**src/rtl/ecf_pkg.sv**
```systemverilog
package ecf_pkg;

  // Per-frame decision handed from the lock controller to the word stage.
  typedef enum logic [1:0] {
    V_SKIP    = 2'd0,   // no word this cycle
    V_CLEAN   = 2'd1,   // word from a frame that met the framing rule
    V_SUSPECT = 2'd2    // word delivered from a bad frame while still locked
  } verdict_e;

endpackage

```
**src/rtl/ecf_shifter.sv**
```systemverilog
module ecf_shifter #(
  parameter int unsigned FRAME_W = 12
) (
  input  logic               clk,
  input  logic               rst,
  input  logic               bit_stb,
  input  logic               bit_in,
  input  logic               slip_req,
  output logic               chk,
  output logic [FRAME_W-1:0] window
);
  localparam int unsigned CW = $clog2(FRAME_W);

  logic [FRAME_W-2:0] hist;
  logic [CW-1:0]      cnt;
  logic               slip_q;

  // Oldest bit in the MSB, the bit arriving now in the LSB.
  assign window = {hist, bit_in};
  assign chk    = bit_stb && !slip_q && (cnt == CW'(FRAME_W - 1));

  always_ff @(posedge clk) begin
    if (rst) begin
      hist   <= '0;
      cnt    <= '0;
      slip_q <= 1'b0;
    end else if (bit_stb) begin
      hist <= window[FRAME_W-2:0];
      if (slip_q) begin
        slip_q <= 1'b0;          // swallow one bit: phase moves one later
      end else if (chk) begin
        cnt    <= '0;
        slip_q <= slip_req;
      end else begin
        cnt <= cnt + 1'b1;
      end
    end
  end

  // a pending slip only exists right at a frame boundary
  a_r4_slip_at_boundary: assert property (@(posedge clk) disable iff (rst)
    slip_q |-> (cnt == '0));

  // without a strobe the bit counter keeps its value
  a_r9_idle_holds_count: assert property (@(posedge clk) disable iff (rst)
    !bit_stb |=> $stable(cnt));

endmodule

```
**src/rtl/ecf_lock_fsm.sv**
```systemverilog
module ecf_lock_fsm
  import ecf_pkg::*;
#(
  parameter int unsigned FRAME_W  = 12,
  parameter int unsigned ACQ_RUN  = 8,
  parameter int unsigned LOSS_RUN = 4
) (
  input  logic               clk,
  input  logic               rst,
  input  logic               chk,
  input  logic [FRAME_W-1:0] window,
  output logic               lock_n,
  output logic               slip_req,
  output verdict_e           verdict
);
  localparam int unsigned GW = (ACQ_RUN  > 2) ? $clog2(ACQ_RUN)  : 1;
  localparam int unsigned BW = (LOSS_RUN > 2) ? $clog2(LOSS_RUN) : 1;

  logic          lock_n_q;
  logic [GW-1:0] good_cnt;
  logic [BW-1:0] bad_cnt;
  logic          frame_ok;
  logic          locked;
  logic          last_bad;
  logic          last_good;

  assign frame_ok  = window[FRAME_W-1] & ~window[0];
  assign locked    = ~lock_n_q;
  assign last_bad  = (bad_cnt  == BW'(LOSS_RUN - 1));
  assign last_good = (good_cnt == GW'(ACQ_RUN - 1));
  assign lock_n    = lock_n_q;

  always_comb begin
    slip_req = 1'b0;
    verdict  = V_SKIP;
    if (chk) begin
      if (!locked) begin
        slip_req = !frame_ok;
      end else if (frame_ok) begin
        verdict = V_CLEAN;
      end else if (last_bad) begin
        slip_req = 1'b1;
      end else begin
        verdict = V_SUSPECT;
      end
    end
  end

  always_ff @(posedge clk) begin
    if (rst) begin
      lock_n_q <= 1'b1;
      good_cnt <= '0;
      bad_cnt  <= '0;
    end else if (chk) begin
      if (!locked) begin
        if (!frame_ok) begin
          good_cnt <= '0;
        end else if (last_good) begin
          lock_n_q <= 1'b0;
          good_cnt <= '0;
          bad_cnt  <= '0;
        end else begin
          good_cnt <= good_cnt + 1'b1;
        end
      end else begin
        if (frame_ok) begin
          bad_cnt <= '0;
        end else if (last_bad) begin
          lock_n_q <= 1'b1;
          bad_cnt  <= '0;
          good_cnt <= '0;
        end else begin
          bad_cnt <= bad_cnt + 1'b1;
        end
      end
    end
  end

  // lock is only gained on a good frame that completes the acquisition run
  a_r3_lock_needs_run: assert property (@(posedge clk) disable iff (rst)
    $fell(lock_n_q) |-> ($past(chk) && $past(frame_ok) && $past(good_cnt) == GW'(ACQ_RUN - 1)));

  // lock is only lost on the bad frame that completes the loss run
  a_r6_loss_needs_run: assert property (@(posedge clk) disable iff (rst)
    $rose(lock_n_q) |-> ($past(chk) && !$past(frame_ok) && $past(bad_cnt) == BW'(LOSS_RUN - 1)));

endmodule

```
**src/rtl/ecf_word_out.sv**
```systemverilog
module ecf_word_out
  import ecf_pkg::*;
#(
  parameter int unsigned DATA_W  = 10,
  parameter int unsigned FRAME_W = DATA_W + 2
) (
  input  logic               clk,
  input  logic               rst,
  input  verdict_e           verdict,
  input  logic [FRAME_W-1:0] window,
  output logic               word_valid,
  output logic [DATA_W-1:0]  word_data,
  output logic               word_suspect
);
  logic [DATA_W-1:0] payload;

  // Payload bit 0 is the first bit after the framing bit (window MSB).
  for (genvar i = 0; i < DATA_W; i++) begin : g_order
    assign payload[i] = window[FRAME_W-2-i];
  end

  always_ff @(posedge clk) begin
    if (rst) begin
      word_valid   <= 1'b0;
      word_suspect <= 1'b0;
      word_data    <= '0;
    end else begin
      word_valid   <= (verdict != V_SKIP);
      word_suspect <= (verdict == V_SUSPECT);
      word_data    <= (verdict != V_SKIP) ? payload : '0;
    end
  end

  // a suspect flag never appears without a delivered word
  a_r7_suspect_has_word: assert property (@(posedge clk) disable iff (rst)
    word_suspect |-> word_valid);

  // outputs are zero whenever no word is delivered
  a_r8_blank_data: assert property (@(posedge clk) disable iff (rst)
    !word_valid |-> (word_data == '0));

endmodule

```
**src/rtl/ecf_aligner.sv**
```systemverilog
module ecf_aligner
  import ecf_pkg::*;
#(
  parameter int unsigned DATA_W   = 10,
  parameter int unsigned ACQ_RUN  = 8,
  parameter int unsigned LOSS_RUN = 4
) (
  input  logic              clk,
  input  logic              rst,
  input  logic              bit_stb,
  input  logic              bit_in,
  output logic              lock_n,
  output logic              word_valid,
  output logic [DATA_W-1:0] word_data,
  output logic              word_suspect
);
  localparam int unsigned FRAME_W = DATA_W + 2;

  logic               chk;
  logic               slip_req;
  logic [FRAME_W-1:0] window;
  verdict_e           verdict;

  ecf_shifter #(.FRAME_W(FRAME_W)) u_shift (
    .clk      (clk),
    .rst      (rst),
    .bit_stb  (bit_stb),
    .bit_in   (bit_in),
    .slip_req (slip_req),
    .chk      (chk),
    .window   (window)
  );

  ecf_lock_fsm #(
    .FRAME_W  (FRAME_W),
    .ACQ_RUN  (ACQ_RUN),
    .LOSS_RUN (LOSS_RUN)
  ) u_lock (
    .clk      (clk),
    .rst      (rst),
    .chk      (chk),
    .window   (window),
    .lock_n   (lock_n),
    .slip_req (slip_req),
    .verdict  (verdict)
  );

  ecf_word_out #(.DATA_W(DATA_W), .FRAME_W(FRAME_W)) u_word (
    .clk          (clk),
    .rst          (rst),
    .verdict      (verdict),
    .window       (window),
    .word_valid   (word_valid),
    .word_data    (word_data),
    .word_suspect (word_suspect)
  );

  // no word is ever delivered while the lock output reads unlocked
  a_r8_no_word_unlocked: assert property (@(posedge clk) disable iff (rst)
    word_valid |-> !lock_n);

  // a word strobe lasts a single cycle (frames are at least 12 strobes apart)
  a_r5_single_pulse: assert property (@(posedge clk) disable iff (rst)
    word_valid |=> !word_valid);

endmodule

```
**config.mk**
```make
export PLATFORM = sky130hd
export DESIGN_NAME = ecf_aligner
export DESIGN_NICKNAME = d
export VERILOG_FILES = /design/src/rtl/ecf_pkg.sv /design/src/rtl/ecf_shifter.sv /design/src/rtl/ecf_lock_fsm.sv /design/src/rtl/ecf_word_out.sv /design/src/rtl/ecf_aligner.sv
export SDC_FILE = /design/constraint.sdc
export NUM_CORES = 1
export LEC_CHECK = 0
export BUFFER_PORTS_ARGS = -buffer_cell sky130_fd_sc_hd__clkbuf_2
export CAP_MARGIN = 20
export CORE_MARGIN = 8
export CORE_UTILIZATION = 55
export DETAILED_ROUTE_END_ITERATION = 10
export PLACE_DENSITY = 0.76
export SLEW_MARGIN = 10
export SYNTH_ARGS = -nofsm -noshare
export SYNTH_HDL_FRONTEND = slang
export SYNTH_HIERARCHICAL = 1
export SYNTH_SLANG_ARGS = --single-unit
```
**constraint.sdc**
```tcl
create_clock -name clk -period 2.22 [get_ports clk]
set_input_delay 0.333 -clock clk [delete_from_list [all_inputs] [get_ports clk]]
set_output_delay 0.333 -clock clk [all_outputs]
set_load 0.005 [all_outputs]
```
==> impl_metrics.tcl, run 1 <==
set metrics [dict create \
    final_cell_mix "34 x dfxtp_1, 16 x clkbuf_2, 14 x nor2_1" \
    critPathMaxFanout 11 \
    finalCoreUtilization_pct 63.3 \
    avgSynthCellArea_um2 10.3 \
    setup_violations 0 \
    cts_root_buf "clkbuf_4" \
    clk_pin_slew_ns 0.10 \
    finalHoldViolCount 0 \
    fp.dieH_um 65.4 \
    routabilityCongestion 0.734 \
    p_leak_nw 0.650 \
    critical_path_required_ns 2.49 \
    period_share_pct 88.8 \
    relSlewSlack_pct 69.0 \
    ios 17 \
    netlist_area_um2 1340 \
    ys_seq_area_share_pct 50.7 \
    post-cts-setup-buffers 0 \
    outcome "finished, final reports clean" \
    grt_pass1_vias 948 \
    fmax_ghz 0.508 \
    power_mw 1.10 \
    antenna_found_initial 0 \
    syn_to_final_growth_pct 12.5 \
    yosys.cell_types.count 33 \
    die_w_um 65.4 \
    drc 0 \
    hold_buffers 0 \
    port_buffers 16 \
    fill_cells 216 \
    cp_num_buf_inv 0 \
    dpl-instance-area_um2 1430 \
    use_met1_pct 11.7 \
    die_area_um2 4280 \
    nets 157 \
    worst_setup_path_end_kind "flip-flop" \
    maxCapViolCount 0 \
    grt_usage_pct 12.1 \
    worstMarginPinSlew_ns 0.465 \
    initial_utilization_pct 56.3 \
    ant_nets 0 \
    crit_family "simple AND/OR/NAND/NOR gates" \
    syn_nets 139 \
    cts_tree "yes" \
    timing.final.crit_period_ns 1.97 \
    top_usage_layer "met2" \
    min_path_type "in -> reg" \
    report.final.slew_viol_count 0 \
    synthCells 131 \
    ys_seq_elements 34 \
    cellPowerDensity_nw_per_um2 727 \
    num_rows 18 \
    use_met2_pct 21.6 \
    ctsLongestPathBuffers 2 \
    clock_latency_ns 0.32 \
    stdcell_area_um2 1510 \
    grt_max_degree 25 \
    numCtsBuffers 5 \
    layout_commonest_cell "dfxtp_1" \
    grt_remaining_overflow 0 \
    routed_wl_mm 2.44 \
    hpwl_mm 1.67 \
    cts_resized 0 \
    drtPass1Iterations 4 \
    vias_per_cell 5.31 \
    initialDrtViolationCount 45 \
    clock-sinks 34 \
    diodes 0 \
    cts-htree-levels 2 \
    yosys.area.top_type "dfxtp_1" \
    arrival_ns 2.24 \
    synthTopCellsByArea "dfxtp_1 51%, mux2i_1 8.9%, and2_4 5.9%" \
    wl_per_cell_um 13.6 \
    startpoint_type "flip-flop" \
    yosysWarnings 6 \
    synth_top_area_share_pct 50.7 \
    max_stage_delay_ns 0.37 \
    crit_chain "ha_1, and3b_1, nor2b_1, or2b_1, nor3_1, o21ba_2, and2_4" \
    finClkSkew_ns 0.00613 \
    core_area_um2 2390 \
    criticalPathCategory "reg -> reg" \
    grt_pass1_wl_mm 4.04 \
    met3_usage_pct 3.91 \
    drive_gt1_share_pct 26.2 \
    rsz0062_at_grt "false" \
    finalSetupTns_ns 0 \
    ir_worst_vdd_mv 0.551 \
    crit_slowest_cell "dfxtp_1" \
    vias 950 \
]
-- metal layers --
layer,up-vias,wire (um)
met1,443,1040
met3,9,98
met5,-,0
li1,482,-
met4,0,65
met2,16,1240
-- tightest hold or removal path, cell delays in order --
cell and delay (ns):
clkbuf_2 0.10, mux2i_1 0.07, nor2_1 0.08
-- worst paths after layout --
kind | from | end | slack (ns) | depth (start not counted)
setup / recovery | u_shift/cnt[0] | u_word/word_data[1] | 0.25 | 7
hold / removal | bit_in | u_shift/hist[0] | 0.28 | 3
setup reg to reg | u_shift/cnt[0] | u_word/word_data[1] | 0.25 | 7
hold reg to reg | u_shift/slip_q | u_shift/slip_q | 0.48 | 2
-- cell usage after synthesis (all sizes together) --
cell    number
nor2b        3
a21oi       10
or4          1
nor3b        1
ha           4
dfxtp       34
and3b        1
o211ai       5
nand4        1
a31oi        1
nand3        3
o21ba        1
nor2        14
or3b         1
or3          3
nand4b       2
buf          6
mux2i       12
inv          1
clkbuf       2
and2        11
nand2b       4
nand2        5
o21bai       1
or2b         1
o21ai        2
nor3         1
-- stage by stage --
| step | hold slack (ns) | worst slack [ns] | std cells |
|---|---|---|---|
| 2_1_floorplan | 0.402 | 0.312 | 131 |
| 3_3_place_gp | 0.461 | 0.338 | 172 |
| 3_5_place_dp | 0.469 | 0.271 | 172 |
| 4_1_cts | 0.275 | 0.248 | 179 |
| 5_1_grt | 0.285 | 0.108 | 179 |
| 6_report | 0.280 | 0.250 | 179 |
-- sequential cells by signal, summed over array words and instances, names as in the netlist --
signal and count:
u_lock/bad_cnt 2, u_shift/slip_q 1, u_shift/hist 11, u_lock/lock_n 1, u_shift/cnt 4, u_word/word_data 10, u_word/word_suspect 1, u_lock/good_cnt 3
u_word/word_valid 1
-- area by class of cell --
cell class              instances  area [um^2]  area share, %
repair buffers                 19          103           6.79
clock inverters                 1         30.0           1.99
clock buffers                   6         51.3           3.39
multi-input cells              88          606           40.1
inverters                       1         3.75          0.248
well taps                      30         37.5           2.48
flip-flops and latches         34          681           45.0
-- report_power, final --
| group | internal (mW) | total [mW] | switching [mW] |
|---|---|---|---|
| combinational | 0.0139 | 0.0329 | 0.0190 |
| clock | 0.262 | 0.448 | 0.186 |
| sequential | 0.615 | 0.619 | 0.00405 |
-- logic make-up (layout without fill, tap and decap cells) --
| group | count (synthesis) | in the layout | share of synthesized area (%) |
|---|---|---|---|
| adder cells (fa/ha/maj) | 4 | 4 | 3.72 |
| buffers and inverters | 9 | 27 | 4.28 |
| AO/OA/AOI/OAI | 20 | 20 | 9.03 |
| multiplexers | 12 | 12 | 8.94 |
| AND/OR/NAND/NOR | 52 | 52 | 23.4 |
| flip-flops | 34 | 34 | 50.7 |
Note: power is estimated with default switching activity, not from simulation.
==> inputs of run 2 (changes only) <==
--- a/config.mk
+++ b/config.mk
@@ -8,9 +8,10 @@
 export BUFFER_PORTS_ARGS = -buffer_cell sky130_fd_sc_hd__clkbuf_2
 export CAP_MARGIN = 20
 export CORE_MARGIN = 8
-export CORE_UTILIZATION = 55
+export CORE_UTILIZATION = 59
+export CTS_CLUSTER_DIAMETER = 100
 export DETAILED_ROUTE_END_ITERATION = 10
-export PLACE_DENSITY = 0.76
+export PLACE_DENSITY = 0.91
 export SLEW_MARGIN = 10
 export SYNTH_ARGS = -nofsm -noshare
 export SYNTH_HDL_FRONTEND = slang
==> constraint.sdc (replaced) <==
create_clock -name clk -period 2.4 [get_ports clk]
set_input_delay 0.36 -clock clk [delete_from_list [all_inputs] [get_ports clk]]
set_output_delay 0.36 -clock clk [all_outputs]
set_load 0.005 [all_outputs]
==> impl_metrics.tcl, run 2 (synthesis results as in run 1) <==
set metrics [dict create \
    relSlewSlack_pct 68.3 \
    finalHoldViolCount 0 \
    register_area_um2 681 \
    cts_resized 0 \
    fp.dieH_um 63.7 \
    min_path_type "in -> reg" \
    initial_utilization_pct 61.3 \
    grt_remaining_overflow 0 \
    ios 17 \
    period_share_pct 83.5 \
    grt_max_degree 25 \
    grt_pass1_wl_mm 3.82 \
    cts_tree "yes" \
    die_w_um 63.7 \
    worstMarginPinSlew_ns 0.475 \
    post-cts-setup-buffers 0 \
    routabilityCongestion 0.739 \
    clk_pin_slew_ns 0.10 \
    antenna_found_initial 0 \
    arrival_ns 2.28 \
    critPathMaxFanout 11 \
    multi_input_comb_area_um2 606 \
    grt_pass1_vias 901 \
    clock_latency_ns 0.33 \
    ctsLongestPathBuffers 2 \
    clock-sinks 34 \
    top_register "u_shift/hist" \
    finClkSkew_ns 0.0132 \
    setup_violations 0 \
    vias_per_cell 5.35 \
    cellPowerDensity_nw_per_um2 625 \
    top_regs "u_shift/hist: 11 flops, u_word/word_data: 10 flops, u_shift/cnt: 4 flops" \
    routed_wl_mm 2.38 \
    final_cell_mix "34 x dfxtp_1, 16 x clkbuf_2, 14 x nor2_1" \
    layout_commonest_cell "dfxtp_1" \
    finalSetupTns_ns 0 \
    num_rows 17 \
    die_area_um2 4060 \
    nets 157 \
    largest_reg_flops 11 \
    cts_root_buf "clkbuf_4" \
    numCtsBuffers 5 \
    ant_nets 0 \
    timing.final.crit_period_ns 2.00 \
    reg2reg_slack_ns 0.40 \
    fill_cells 172 \
    startpoint_type "flip-flop" \
    outcome "finished, final reports clean" \
    vias 952 \
    grt_usage_pct 12.1 \
    pre_cts_slack_ns 0.428 \
    drive_gt1_share_pct 26.7 \
    syn_to_final_growth_pct 11.0 \
    hpwl_mm 1.68 \
    initialDrtViolationCount 33 \
    p_leak_nw 0.640 \
    ir_worst_vdd_mv 0.518 \
    finalWorstSetupSlack_ns 0.396 \
    finalCoreUtilization_pct 68.1 \
    worst_setup_path_end_kind "flip-flop" \
    hold_buffers 0 \
    criticalPathCategory "reg -> reg" \
    port_buffers 16 \
    critical_path_required_ns 2.68 \
    rsz0062_at_grt "false" \
    drc 0 \
    core_area_um2 2190 \
    diodes 0 \
    maxCapViolCount 0 \
    fmax_ghz 0.499 \
    drtPass1Iterations 4 \
    report.final.slew_viol_count 0 \
    wl_per_cell_um 13.4 \
    cts-htree-levels 2 \
]
run 2: changes by cell type in the layout (fill, tap and decap cells not counted):
cell	previous run	this run
bufinv_16	1	0
clkinv_2	0	1
clkinvlp_4	0	1
run 2: final cells by class:
cell class                 count  share of cell area (%)
clock buffer                   6                    3.44
clock inverter                 2                   0.839
inverter                       1                   0.252
multi-input combinational     88                    40.6
sequential                    34                    45.6
tap                           28                    2.35
timing repair buffer          19                    6.88
run 2: worst max-delay path, stage by stage, from the launching register on:
cell	delay, ns
dfxtp_1	0.38
ha_1	0.20
and3b_1	0.21
nor2b_1	0.17
or2b_1	0.30
nor3_1	0.19
o21ba_2	0.31
and2_4	0.18
run 2: through the flow:
stage,power (mW),area [um^2],hold slack [ns],instances
6_report,0.933,1490,0.314,178
5_1_grt,0.975,1490,0.348,178
4_1_cts,0.944,1490,0.297,178
3_5_place_dp,0.616,1430,0.474,170
3_3_place_gp,0.615,1430,0.460,170
2_1_floorplan,0.611,1340,0.429,131
run 2: metal layers:
layer / global-route usage, % / part of all wire (%)
met5: 0 / 0
met4: 8.08 / 1.6
met3: 5.12 / 5.0
met2: 21.3 / 52
met1: 11.3 / 41
run 2: power by group:
| part | total [mW] | internal, mW | switching (mW) |
|---|---|---|---|
| Sequential | 0.573 | 0.569 | 0.00383 |
| Clock | 0.330 | 0.141 | 0.189 |
| Combinational | 0.0303 | 0.0127 | 0.0176 |
| Total | 0.933 | 0.722 | 0.210 |
run 2: final timing paths:
| path | startpoint | end | cells past startpoint |
|---|---|---|---|
| setup / recovery | u_shift/cnt[0] | u_word/word_data[2] | 7 |
| hold / removal | bit_in | u_shift/hist[0] | 3 |
| setup reg to reg | u_shift/cnt[0] | u_word/word_data[2] | 7 |
| hold reg to reg | u_shift/hist[6] | u_word/word_data[3] | 1 |
==> inputs of run 3 (changes only) <==
--- a/config.mk
+++ b/config.mk
@@ -5,13 +5,14 @@
 export SDC_FILE = /design/constraint.sdc
 export NUM_CORES = 1
 export LEC_CHECK = 0
+export ABC_AREA = 1
 export BUFFER_PORTS_ARGS = -buffer_cell sky130_fd_sc_hd__clkbuf_2
 export CAP_MARGIN = 20
 export CORE_MARGIN = 8
-export CORE_UTILIZATION = 59
+export CORE_UTILIZATION = 51
 export CTS_CLUSTER_DIAMETER = 100
 export DETAILED_ROUTE_END_ITERATION = 10
-export PLACE_DENSITY = 0.91
+export PLACE_DENSITY = 0.84
 export SLEW_MARGIN = 10
 export SYNTH_ARGS = -nofsm -noshare
 export SYNTH_HDL_FRONTEND = slang
==> constraint.sdc (replaced) <==
create_clock -name clk -period 1.8 [get_ports clk]
set_input_delay 0.27 -clock clk [delete_from_list [all_inputs] [get_ports clk]]
set_output_delay 0.27 -clock clk [all_outputs]
set_load 0.005 [all_outputs]
==> impl_metrics.tcl, run 3 <==
set metrics [dict create \
    ios 17 \
    synthSimpleGateAreaFrac_pct 33.2 \
    ctsLongestPathBuffers 2 \
    clock_latency_ns 0.33 \
    setup_violations 0 \
    synth_top_family_by_area "simple AND/OR/NAND/NOR gates" \
    routabilityCongestion 0.841 \
    synth_most_common_cell "nor2_1" \
    cts_root_buf "clkbuf_4" \
    avgSynthCellArea_um2 8.29 \
    cts_resized 0 \
    vias_per_cell 4.94 \
    hold_buffers 0 \
    synthTopCellsByCount "36 x nor2_1, 34 x dfxtp_1, 21 x inv_1" \
    final_cell_mix "36 x nor2_1, 34 x dfxtp_1, 21 x inv_1" \
    cts-htree-levels 2 \
    wl_per_cell_um 10.9 \
    synthTopCellsByArea "dfxtp_1 46%, nor2_1 9.1%, nor3_2 5.4%" \
    routed_wl_mm 2.53 \
    p_leak_nw 0.697 \
    finClkSkew_ns 0.00422 \
    yosys.area.top_type "dfxtp_1" \
    fp.dieH_um 70.1 \
    layout_commonest_cell "nor2_1" \
    core_area_um2 2780 \
    fill_cells 229 \
    top_regs "u_shift/hist: 11 flops, u_word/word_data: 10 flops, u_shift/cnt: 4 flops" \
    ys_seq_area_share_pct 45.6 \
    synth_flop_cell "dfxtp_1" \
    largest_reg_flops 11 \
    report.final.slew_viol_count 0 \
    synth_edf_count 0 \
    period_share_pct 87.4 \
    yosys.cell_types.count 29 \
    num_rows 19 \
    die_area_um2 4910 \
    maxCapViolCount 0 \
    critPathMaxFanout 11 \
    synthXorXnorAreaFrac_pct 0.587 \
    max_stage_delay_ns 0.36 \
    synth_top_area_share_pct 45.6 \
    criticalPathCategory "reg -> reg" \
    grt_max_degree 19 \
    relSlewSlack_pct 73.1 \
    initial_utilization_pct 53.7 \
    nets 209 \
    timing.final.crit_period_ns 1.57 \
    drc 0 \
    syn_to_final_growth_pct 12.6 \
    synth_mux_area_share_pct 0 \
    finalCoreUtilization_pct 60.4 \
    rsz0062_at_grt "false" \
    arrival_ns 1.83 \
    cts_tree "yes" \
    numCtsBuffers 5 \
    worst_setup_path_end_kind "flip-flop" \
    ir_worst_vdd_mv 0.667 \
    vias 1146 \
    synthAdderAreaFrac_pct 3.35 \
    outcome "finished, final reports clean" \
    critical_path_required_ns 2.06 \
    whs_ns 0.301 \
    post-cts-setup-buffers 0 \
    syn_nets 188 \
    grt_pass1_vias 1045 \
    finalHoldViolCount 0 \
    ant_nets 0 \
    synthArstFlopShare_pct 0 \
    grt_remaining_overflow 0 \
    die_w_um 70.1 \
    top_register "u_shift/hist" \
    min_path_type "in -> reg" \
    finalSetupTns_ns 0 \
    hpwl_mm 1.92 \
    grt_usage_pct 11.6 \
    initialDrtViolationCount 58 \
    fmax_ghz 0.636 \
    ys_seq_elements 34 \
    crit_chain "ha_1, nand3_2, nor2_4, inv_1, nor3_2, nor2_2, buf_4, nor3_1" \
    drive_gt1_share_pct 27.9 \
    clk_pin_slew_ns 0.09 \
    synthCells 180 \
    yosysWarnings 6 \
    cellPowerDensity_nw_per_um2 850 \
    netlist_area_um2 1490 \
    drtPass1Iterations 4 \
    startpoint_type "flip-flop" \
    synth_compound_gate_area_share_pct 8.30 \
    port_buffers 16 \
    crit_slowest_cell "dfxtp_1" \
    clock-sinks 34 \
    grt_pass1_wl_mm 4.57 \
    antenna_found_initial 0 \
    diodes 0 \
    worstMarginPinSlew_ns 0.403 \
]
-- run 3: kinds of logic after synthesis --
logic type / after synthesis
AO/OA/AOI/OAI: 23
XOR/XNOR: 1
adder cells (fa/ha/maj): 4
buffers and inverters: 29
flip-flops: 34
AND/OR/NAND/NOR: 89
-- run 3: worst max-delay path: cells and delay by family, from the launching register on --
kind | cells | cell delay [ns]
simple gates | 5 | 0.66
flops | 1 | 0.36
fa+ha+maj | 1 | 0.19
buf+inv | 2 | 0.29
-- run 3: report_power, final --
group	leakage (nW)	internal, mW	total, mW	switching [mW]
Combinational	0.376	0.0259	0.0809	0.0550
Sequential	0.277	0.771	0.786	0.0144
Clock	0.0443	0.323	0.562	0.239
Total	0.697	1.12	1.43	0.308
-- run 3: layout make-up --
class | instances | area, um^2 | area share (%)
clock buffers | 6 | 51.3 | 3.05
clock inverters | 1 | 30.0 | 1.79
inverters | 23 | 86.3 | 5.14
multi-input cells | 117 | 683 | 40.7
flip-flops and latches | 34 | 681 | 40.5
well taps | 31 | 38.8 | 2.31
repair buffers | 20 | 110 | 6.55
-- run 3: through the flow --
stage / setup WS, ns / total power [mW] / instances / instance area (um^2)
finish: 0.227 / 1.43 / 232 / 1680
CTS: 0.161 / 1.44 / 232 / 1680
global placement: 0.263 / 0.883 / 225 / 1590
detailed placement: 0.189 / 0.884 / 225 / 1590
global route: 0.0800 / 1.50 / 232 / 1680
floorplan: 0.288 / 0.865 / 180 / 1490
-- run 3: path summary, 6_finish.rpt --
path,start,endpoint,slack (ns),cells after the start
setup / recovery,u_shift/cnt[0],u_word/word_data[5],0.23,8
hold / removal,bit_in,u_shift/hist[0],0.30,3
setup reg to reg,u_shift/cnt[0],u_word/word_data[5],0.23,8
hold reg to reg,u_shift/hist[4],u_word/word_data[5],0.47,2
-- run 3: routing by layer --
| metal | track usage (%) | vias to the layer above | routed length, um |
|---|---|---|---|
| met1 | 12.5 | 506 | 1160 |
| li1 | - | 607 | - |
| met3 | 5.79 | 5 | 167 |
| met2 | 17.9 | 28 | 1150 |
| met4 | 6.70 | 0 | 56 |
| met5 | 0 | - | 0 |
